===== src/rtl/ostmr_pkg.sv =====
package ostmr_pkg;

    localparam int unsigned CNT_W    = 32;
    localparam int unsigned NUM_CH   = 4;
    localparam int unsigned IEN_W    = 12;
    localparam int unsigned ADDR_W   = 8;
    localparam int unsigned WDOG_CH  = 3;
    localparam int unsigned CH_IDX_W = $clog2(NUM_CH);
    localparam int unsigned WORD_W   = ADDR_W - 2;

    // Word indices (byte offset / 4) of the fixed registers
    localparam logic [WORD_W-1:0] WIDX_COUNT  = WORD_W'(8'h10 >> 2);
    localparam logic [WORD_W-1:0] WIDX_STATUS = WORD_W'(8'h14 >> 2);
    localparam logic [WORD_W-1:0] WIDX_WDOG   = WORD_W'(8'h18 >> 2);
    localparam logic [WORD_W-1:0] WIDX_IEN    = WORD_W'(8'h1C >> 2);

    typedef enum logic [2:0] {
        SEL_NONE,
        SEL_MATCH,
        SEL_COUNT,
        SEL_STATUS,
        SEL_WDOG,
        SEL_IEN
    } reg_sel_e;

    typedef struct packed {
        reg_sel_e              sel;
        logic [CH_IDX_W-1:0]   ch;
    } reg_decode_t;

    function automatic reg_decode_t decode_offset(input logic [ADDR_W-1:0] a);
        reg_decode_t        d;
        logic [WORD_W-1:0]  w;
        w     = a[ADDR_W-1:2];
        d.sel = SEL_NONE;
        d.ch  = a[2 +: CH_IDX_W];
        if (a[1:0] == 2'b00) begin
            if (w < WORD_W'(NUM_CH))   d.sel = SEL_MATCH;
            else if (w == WIDX_COUNT)  d.sel = SEL_COUNT;
            else if (w == WIDX_STATUS) d.sel = SEL_STATUS;
            else if (w == WIDX_WDOG)   d.sel = SEL_WDOG;
            else if (w == WIDX_IEN)    d.sel = SEL_IEN;
        end
        return d;
    endfunction

endpackage


===== src/rtl/ostmr_counter.sv =====
module ostmr_counter
    import ostmr_pkg::*;
(
    input  logic             clk,
    input  logic             rst,
    input  logic             tick_en,
    input  logic             load,
    input  logic [CNT_W-1:0] load_val,
    output logic [CNT_W-1:0] cnt,
    output logic [CNT_W-1:0] cnt_inc,
    output logic             adv
);

    assign cnt_inc = cnt + CNT_W'(1);
    assign adv     = tick_en && !load;

    always_ff @(posedge clk) begin
        if (rst)       cnt <= '0;
        else if (load) cnt <= load_val;
        else if (adv)  cnt <= cnt_inc;
    end

    p_count_step_r2: assert property (@(posedge clk) disable iff (rst)
        (tick_en && !load) |=> (cnt == $past(cnt) + CNT_W'(1)));

    p_count_hold_r2: assert property (@(posedge clk) disable iff (rst)
        (!tick_en && !load) |=> $stable(cnt));

    p_count_load_r3: assert property (@(posedge clk) disable iff (rst)
        load |=> (cnt == $past(load_val)));

endmodule


===== src/rtl/ostmr_channel.sv =====
module ostmr_channel
    import ostmr_pkg::*;
(
    input  logic             clk,
    input  logic             rst,
    input  logic             match_wr,
    input  logic [CNT_W-1:0] wdata,
    input  logic             adv,
    input  logic [CNT_W-1:0] cnt_inc,
    input  logic             ien,
    input  logic             clr_wr,
    input  logic             clr_bit,
    output logic [CNT_W-1:0] match_val,
    output logic             hit,
    output logic             flag
);

    logic set_flag;
    logic clr_flag;

    // A match event only comes from a tick, never from a counter load
    assign hit      = adv && (cnt_inc == match_val);
    assign set_flag = hit && ien;
    assign clr_flag = clr_wr && clr_bit;

    always_ff @(posedge clk) begin
        if (rst)           match_val <= '0;
        else if (match_wr) match_val <= wdata;
    end

    always_ff @(posedge clk) begin
        if (rst)           flag <= 1'b0;
        else if (set_flag) flag <= 1'b1;
        else if (clr_flag) flag <= 1'b0;
    end

    p_flag_set_r5: assert property (@(posedge clk) disable iff (rst)
        (hit && ien) |=> flag);

    p_flag_quiet_r6: assert property (@(posedge clk) disable iff (rst)
        (!flag && !(hit && ien)) |=> !flag);

    p_flag_sticky_r7: assert property (@(posedge clk) disable iff (rst)
        (flag && !(clr_wr && clr_bit)) |=> flag);

endmodule


===== src/rtl/ostmr_ctrl.sv =====
module ostmr_ctrl
    import ostmr_pkg::*;
(
    input  logic             clk,
    input  logic             rst,
    input  logic             ien_wr,
    input  logic [IEN_W-1:0] ien_wdata,
    input  logic             wdog_wr,
    input  logic             wdog_wdata,
    input  logic             wdog_hit,
    output logic [IEN_W-1:0] ien,
    output logic             wdog_en,
    output logic             wdt_rst_req
);

    always_ff @(posedge clk) begin
        if (rst) begin
            ien     <= '0;
            wdog_en <= 1'b0;
        end else begin
            if (ien_wr)  ien     <= ien_wdata;
            if (wdog_wr) wdog_en <= wdog_wdata;
        end
    end

    // Independent of the channel interrupt enable
    always_ff @(posedge clk) begin
        if (rst) wdt_rst_req <= 1'b0;
        else     wdt_rst_req <= wdog_hit && wdog_en;
    end

    p_wdt_single_r9: assert property (@(posedge clk) disable iff (rst)
        wdt_rst_req |=> !wdt_rst_req);

    p_wdt_fire_r9: assert property (@(posedge clk) disable iff (rst)
        (wdog_hit && wdog_en) |=> wdt_rst_req);

    p_wdt_off_r10: assert property (@(posedge clk) disable iff (rst)
        (!wdog_en || !wdog_hit) |=> !wdt_rst_req);

endmodule


===== src/rtl/ostmr_top.sv =====
module ostmr_top
    import ostmr_pkg::*;
(
    input  logic              clk,
    input  logic              rst,
    input  logic              tick_en,
    input  logic              wr_en,
    input  logic [ADDR_W-1:0] addr,
    input  logic [CNT_W-1:0]  wdata,
    output logic [CNT_W-1:0]  rdata,
    output logic [NUM_CH-1:0] irq,
    output logic              wdt_rst_req
);

    reg_decode_t       dec;
    logic [CNT_W-1:0]  cnt;
    logic [CNT_W-1:0]  cnt_inc;
    logic              adv;
    logic [IEN_W-1:0]  ien;
    logic              wdog_en;
    logic [NUM_CH-1:0] hit;
    logic [NUM_CH-1:0] flag;
    logic [CNT_W-1:0]  match_val [NUM_CH];
    logic              wr_count;
    logic              wr_status;

    assign dec       = decode_offset(addr);
    assign wr_count  = wr_en && (dec.sel == SEL_COUNT);
    assign wr_status = wr_en && (dec.sel == SEL_STATUS);

    ostmr_counter u_cnt (
        .clk      (clk),
        .rst      (rst),
        .tick_en  (tick_en),
        .load     (wr_count),
        .load_val (wdata),
        .cnt      (cnt),
        .cnt_inc  (cnt_inc),
        .adv      (adv)
    );

    for (genvar i = 0; i < NUM_CH; i++) begin : g_ch
        logic mwr;
        assign mwr = wr_en && (dec.sel == SEL_MATCH) && (dec.ch == CH_IDX_W'(i));

        ostmr_channel u_ch (
            .clk       (clk),
            .rst       (rst),
            .match_wr  (mwr),
            .wdata     (wdata),
            .adv       (adv),
            .cnt_inc   (cnt_inc),
            .ien       (ien[i]),
            .clr_wr    (wr_status),
            .clr_bit   (wdata[i]),
            .match_val (match_val[i]),
            .hit       (hit[i]),
            .flag      (flag[i])
        );
    end

    ostmr_ctrl u_ctrl (
        .clk         (clk),
        .rst         (rst),
        .ien_wr      (wr_en && (dec.sel == SEL_IEN)),
        .ien_wdata   (wdata[IEN_W-1:0]),
        .wdog_wr     (wr_en && (dec.sel == SEL_WDOG)),
        .wdog_wdata  (wdata[0]),
        .wdog_hit    (hit[WDOG_CH]),
        .ien         (ien),
        .wdog_en     (wdog_en),
        .wdt_rst_req (wdt_rst_req)
    );

    assign irq = flag;

    always_comb begin
        unique case (dec.sel)
            SEL_MATCH:  rdata = match_val[dec.ch];
            SEL_COUNT:  rdata = cnt;
            SEL_STATUS: rdata = CNT_W'(flag);
            SEL_WDOG:   rdata = CNT_W'(wdog_en);
            SEL_IEN:    rdata = CNT_W'(ien);
            default:    rdata = '0;
        endcase
    end

    // an interrupt line only falls on a status write
    p_irq_fall_r7: assert property (@(posedge clk) disable iff (rst)
        (irq != '0) && !wr_status |=> ((irq & $past(irq)) == $past(irq)));

endmodule


===== config.mk =====
export PLATFORM = sky130hd
export DESIGN_NAME = ostmr_top
export DESIGN_NICKNAME = d
export VERILOG_FILES = /design/src/rtl/ostmr_pkg.sv /design/src/rtl/ostmr_counter.sv /design/src/rtl/ostmr_channel.sv /design/src/rtl/ostmr_ctrl.sv /design/src/rtl/ostmr_top.sv
export SDC_FILE = /design/constraint.sdc
export NUM_CORES = 1
export LEC_CHECK = 0
export ABC_CLOCK_PERIOD_IN_PS = 7600
export BUFFER_PORTS_ARGS = -buffer_cell sky130_fd_sc_hd__buf_2
export CORE_UTILIZATION = 45
export DETAILED_ROUTE_END_ITERATION = 10
export HOLD_SLACK_MARGIN = 0.03
export PLACE_DENSITY = 0.66
export SLEW_MARGIN = 20
export SYNTH_ARGS = -nofsm -noshare
export SYNTH_HDL_FRONTEND = slang
export SYNTH_SLANG_ARGS = --single-unit
export TNS_END_PERCENT = 100

===== constraint.sdc =====
create_clock -name clk -period 7.6 [get_ports clk]
set_input_delay 1.9 -clock clk [delete_from_list [all_inputs] [get_ports clk]]
set_output_delay 1.9 -clock clk [all_outputs]
set_load 0.05 [all_outputs]

==> run metrics <==
DIE WIDTH 161 um; WP data arrival 4470 ps; GR Layer Usage met1 0.443; Pre-antenna DRT Iters 6; Post-synth EDFFs 0; post-place instance area 11800 um^2; Area growth syn-to-layout 9.34%; CP max stage delay 670 ps; Reg clk slew, reported paths 70 ps; Layout Nets 1497; placer congestion estimate 1.01; GR Util met2 0.541; final hold slack 459 ps; Final Hold Fails 0; Num Clock Sinks 178; Cell Area, Synth 11300 um^2; multi-input logic area 7240 um^2; post-DP HPWL 30300 um; most frequent cells in the layout 344 x nand2_1, 178 x dfxtp_1, 164 x a21oi_1, 82 x xnor2_1, 79 x buf_2; largest net degree at the start of global routing 95; post-synth top area cell dfxtp_1; Req. time, crit path 5700 ps; fmax 157 MHz; critical path capture point type output pin; GRT busiest layer met2; TritonCTS clock tree built; FILL cells 2477; Core Region 24500 um^2; cell mode on critical path buf_2; final WL 42400 um; Die Span Y 161 um; Clock Latency Late Sink 450 ps; grt ovf 0; hold_sp u_ctrl.ien[6]$_SDFFE_PP0P_; Mapped Nets 1501; number of CTS-inserted buffers 17; Hold Path Class register to register; Startpoint Class primary input; Tightest Pin Transition 1010 ps; Routed Antenna Nets 0; most common cell after layout, fill and taps aside nand2_1; syn_area_per_cell 7.79 um^2; Post-CTS Hold Buffers 0; Power Total 1.98 mW; # port buffers 80; Core Rows 57; Power Dens Cells 160 nW/um^2; CP Max Fanout 18; final core occ 0.505; post-CTS setup buffer count 0; sequential fraction of the synthesis area 0.314; DIE AREA 25800 um^2; Syn Inst Count 1456; CP Cell Sequence buf_2, or3_1, nor3_1, and3_1, and2_1, buf_4, a22o_1, buf_2; layout cells sized above 1 0.131; fin crit share 0.839; CTS max path bufs 2; first-pass GRT wire length 65200 um; #FFs+latches synth 178; top cell type's share of synthesized area 0.314; met3 GRT Util 0.0493; Setup violations, final 0; Starting Density 0.462; antenna violations before repair 1; PnR worst setup slack 1230 ps; Final Slew Violations 0; # DRC 0; status finished clean; Distinct cells, synth 74; Reg2Reg Launch Point u_cnt.cnt[5]$_SDFFE_PP0P_; DR WL/cell 23.7 um; Vias 11200; Design Area, Final 12400 um^2; ys flop type dfxtp_1; io pins 81; Slowest cell on crit path and2_1; dpl cells 1756; dpl ws 1250 ps; vias in the first global route 10600; Rel. slew slack 0.324; Worst Clk Skew 14.8 ps; min Tclk post-route 6370 ps; RSZ-0062 raised after global routing no; register area 3560 um^2; initial DRC count 1293; synth top area cells dfxtp_1 31%, nand2_1 11%, a21oi_1 7.2%; antenna diode count 0; Ys Warns 0; Layout Cells excl Fill 1788; Async SR Flop Fraction 0; Root Buffer clkbuf_16; crit path from addr[1]; critical path type primary input to output pin; Max VDD drop 101 uV; total track usage 0.329; cts repair resizes 0; H-tree Lvls 4; P_leak 4.14 nW; Maximum Capacitance Violations 0; routed vias/inst 6.27; TNS Setup 0 ps
registers in the layout (all words and copies together) (netlist names):
signal,flops
u_ctrl.wdog_en,1
u_ctrl.ien,12
u_cnt.cnt,32
u_ctrl.wdt_rst_req,1
g_ch.u_ch.match_val,128
g_ch.u_ch.flag,4
report_power, final:
group	switching, mW	internal (mW)	leakage (nW)
logic	0.0692	0.0315	2.41
registers	0.00715	0.934	1.43
clock network	0.423	0.519	0.298
logic make-up (layout without fill, tap and decap cells):
group / Yosys count / after routing / synth area share
simple gates: 633 / 633 / 0.263
buf+inv: 132 / 140 / 0.0492
mux: 45 / 45 / 0.0755
fa+ha+maj: 1 / 1 / 0.00110
xor+xnor: 141 / 141 / 0.115
compound gates: 326 / 326 / 0.182
flops: 178 / 178 / 0.314
layer usage:
layer	up-vias	share of wire
met5	-	0
met3	93	0.080
li1	5166	-
met4	0	0.028
met1	5429	0.42
met2	531	0.47
synth_stat cells (30+ instances only):
master,instances
mux4_2,32
xor2_1,54
nand4_1,32
nand3_1,45
a211oi_1,38
nand2_1,345
nor2_1,79
clkbuf_1,91
o21ai_0,30
a21oi_1,164
dfxtp_1,178
xnor2_1,82
path summary, 6_finish.rpt:
check | slack, ps | depth (start not counted) | end
worst max-delay path | 1230 | 8 | rdata[30]
worst min-delay path | 460 | 2 | u_ctrl.ien[6]$_SDFFE_PP0P_
worst max register to register | 2890 | 8 | g_ch[1].u_ch.flag$_SDFFE_PP0P_
worst min register to register | 460 | 2 | u_ctrl.ien[6]$_SDFFE_PP0P_
worst max-delay path: cells and delay by family:
family	cells	cell delay, ps
AO/OA/AOI/OAI	1	200
buffers and inverters	3	750
AND/OR/NAND/NOR	4	1610
final cells by class:
| type | instances | share of cell area |
|---|---|---|
| Clock buffer | 20 | 0.0376 |
| Clock inverter | 11 | 0.0115 |
| Inverter | 12 | 0.00363 |
| Multi-Input combinational cell | 1146 | 0.584 |
| Sequential cell | 178 | 0.287 |
| Tap cell | 324 | 0.0327 |
| Timing Repair Buffer | 97 | 0.0431 |
No activity file was read; power rests on OpenSTA's default activity.
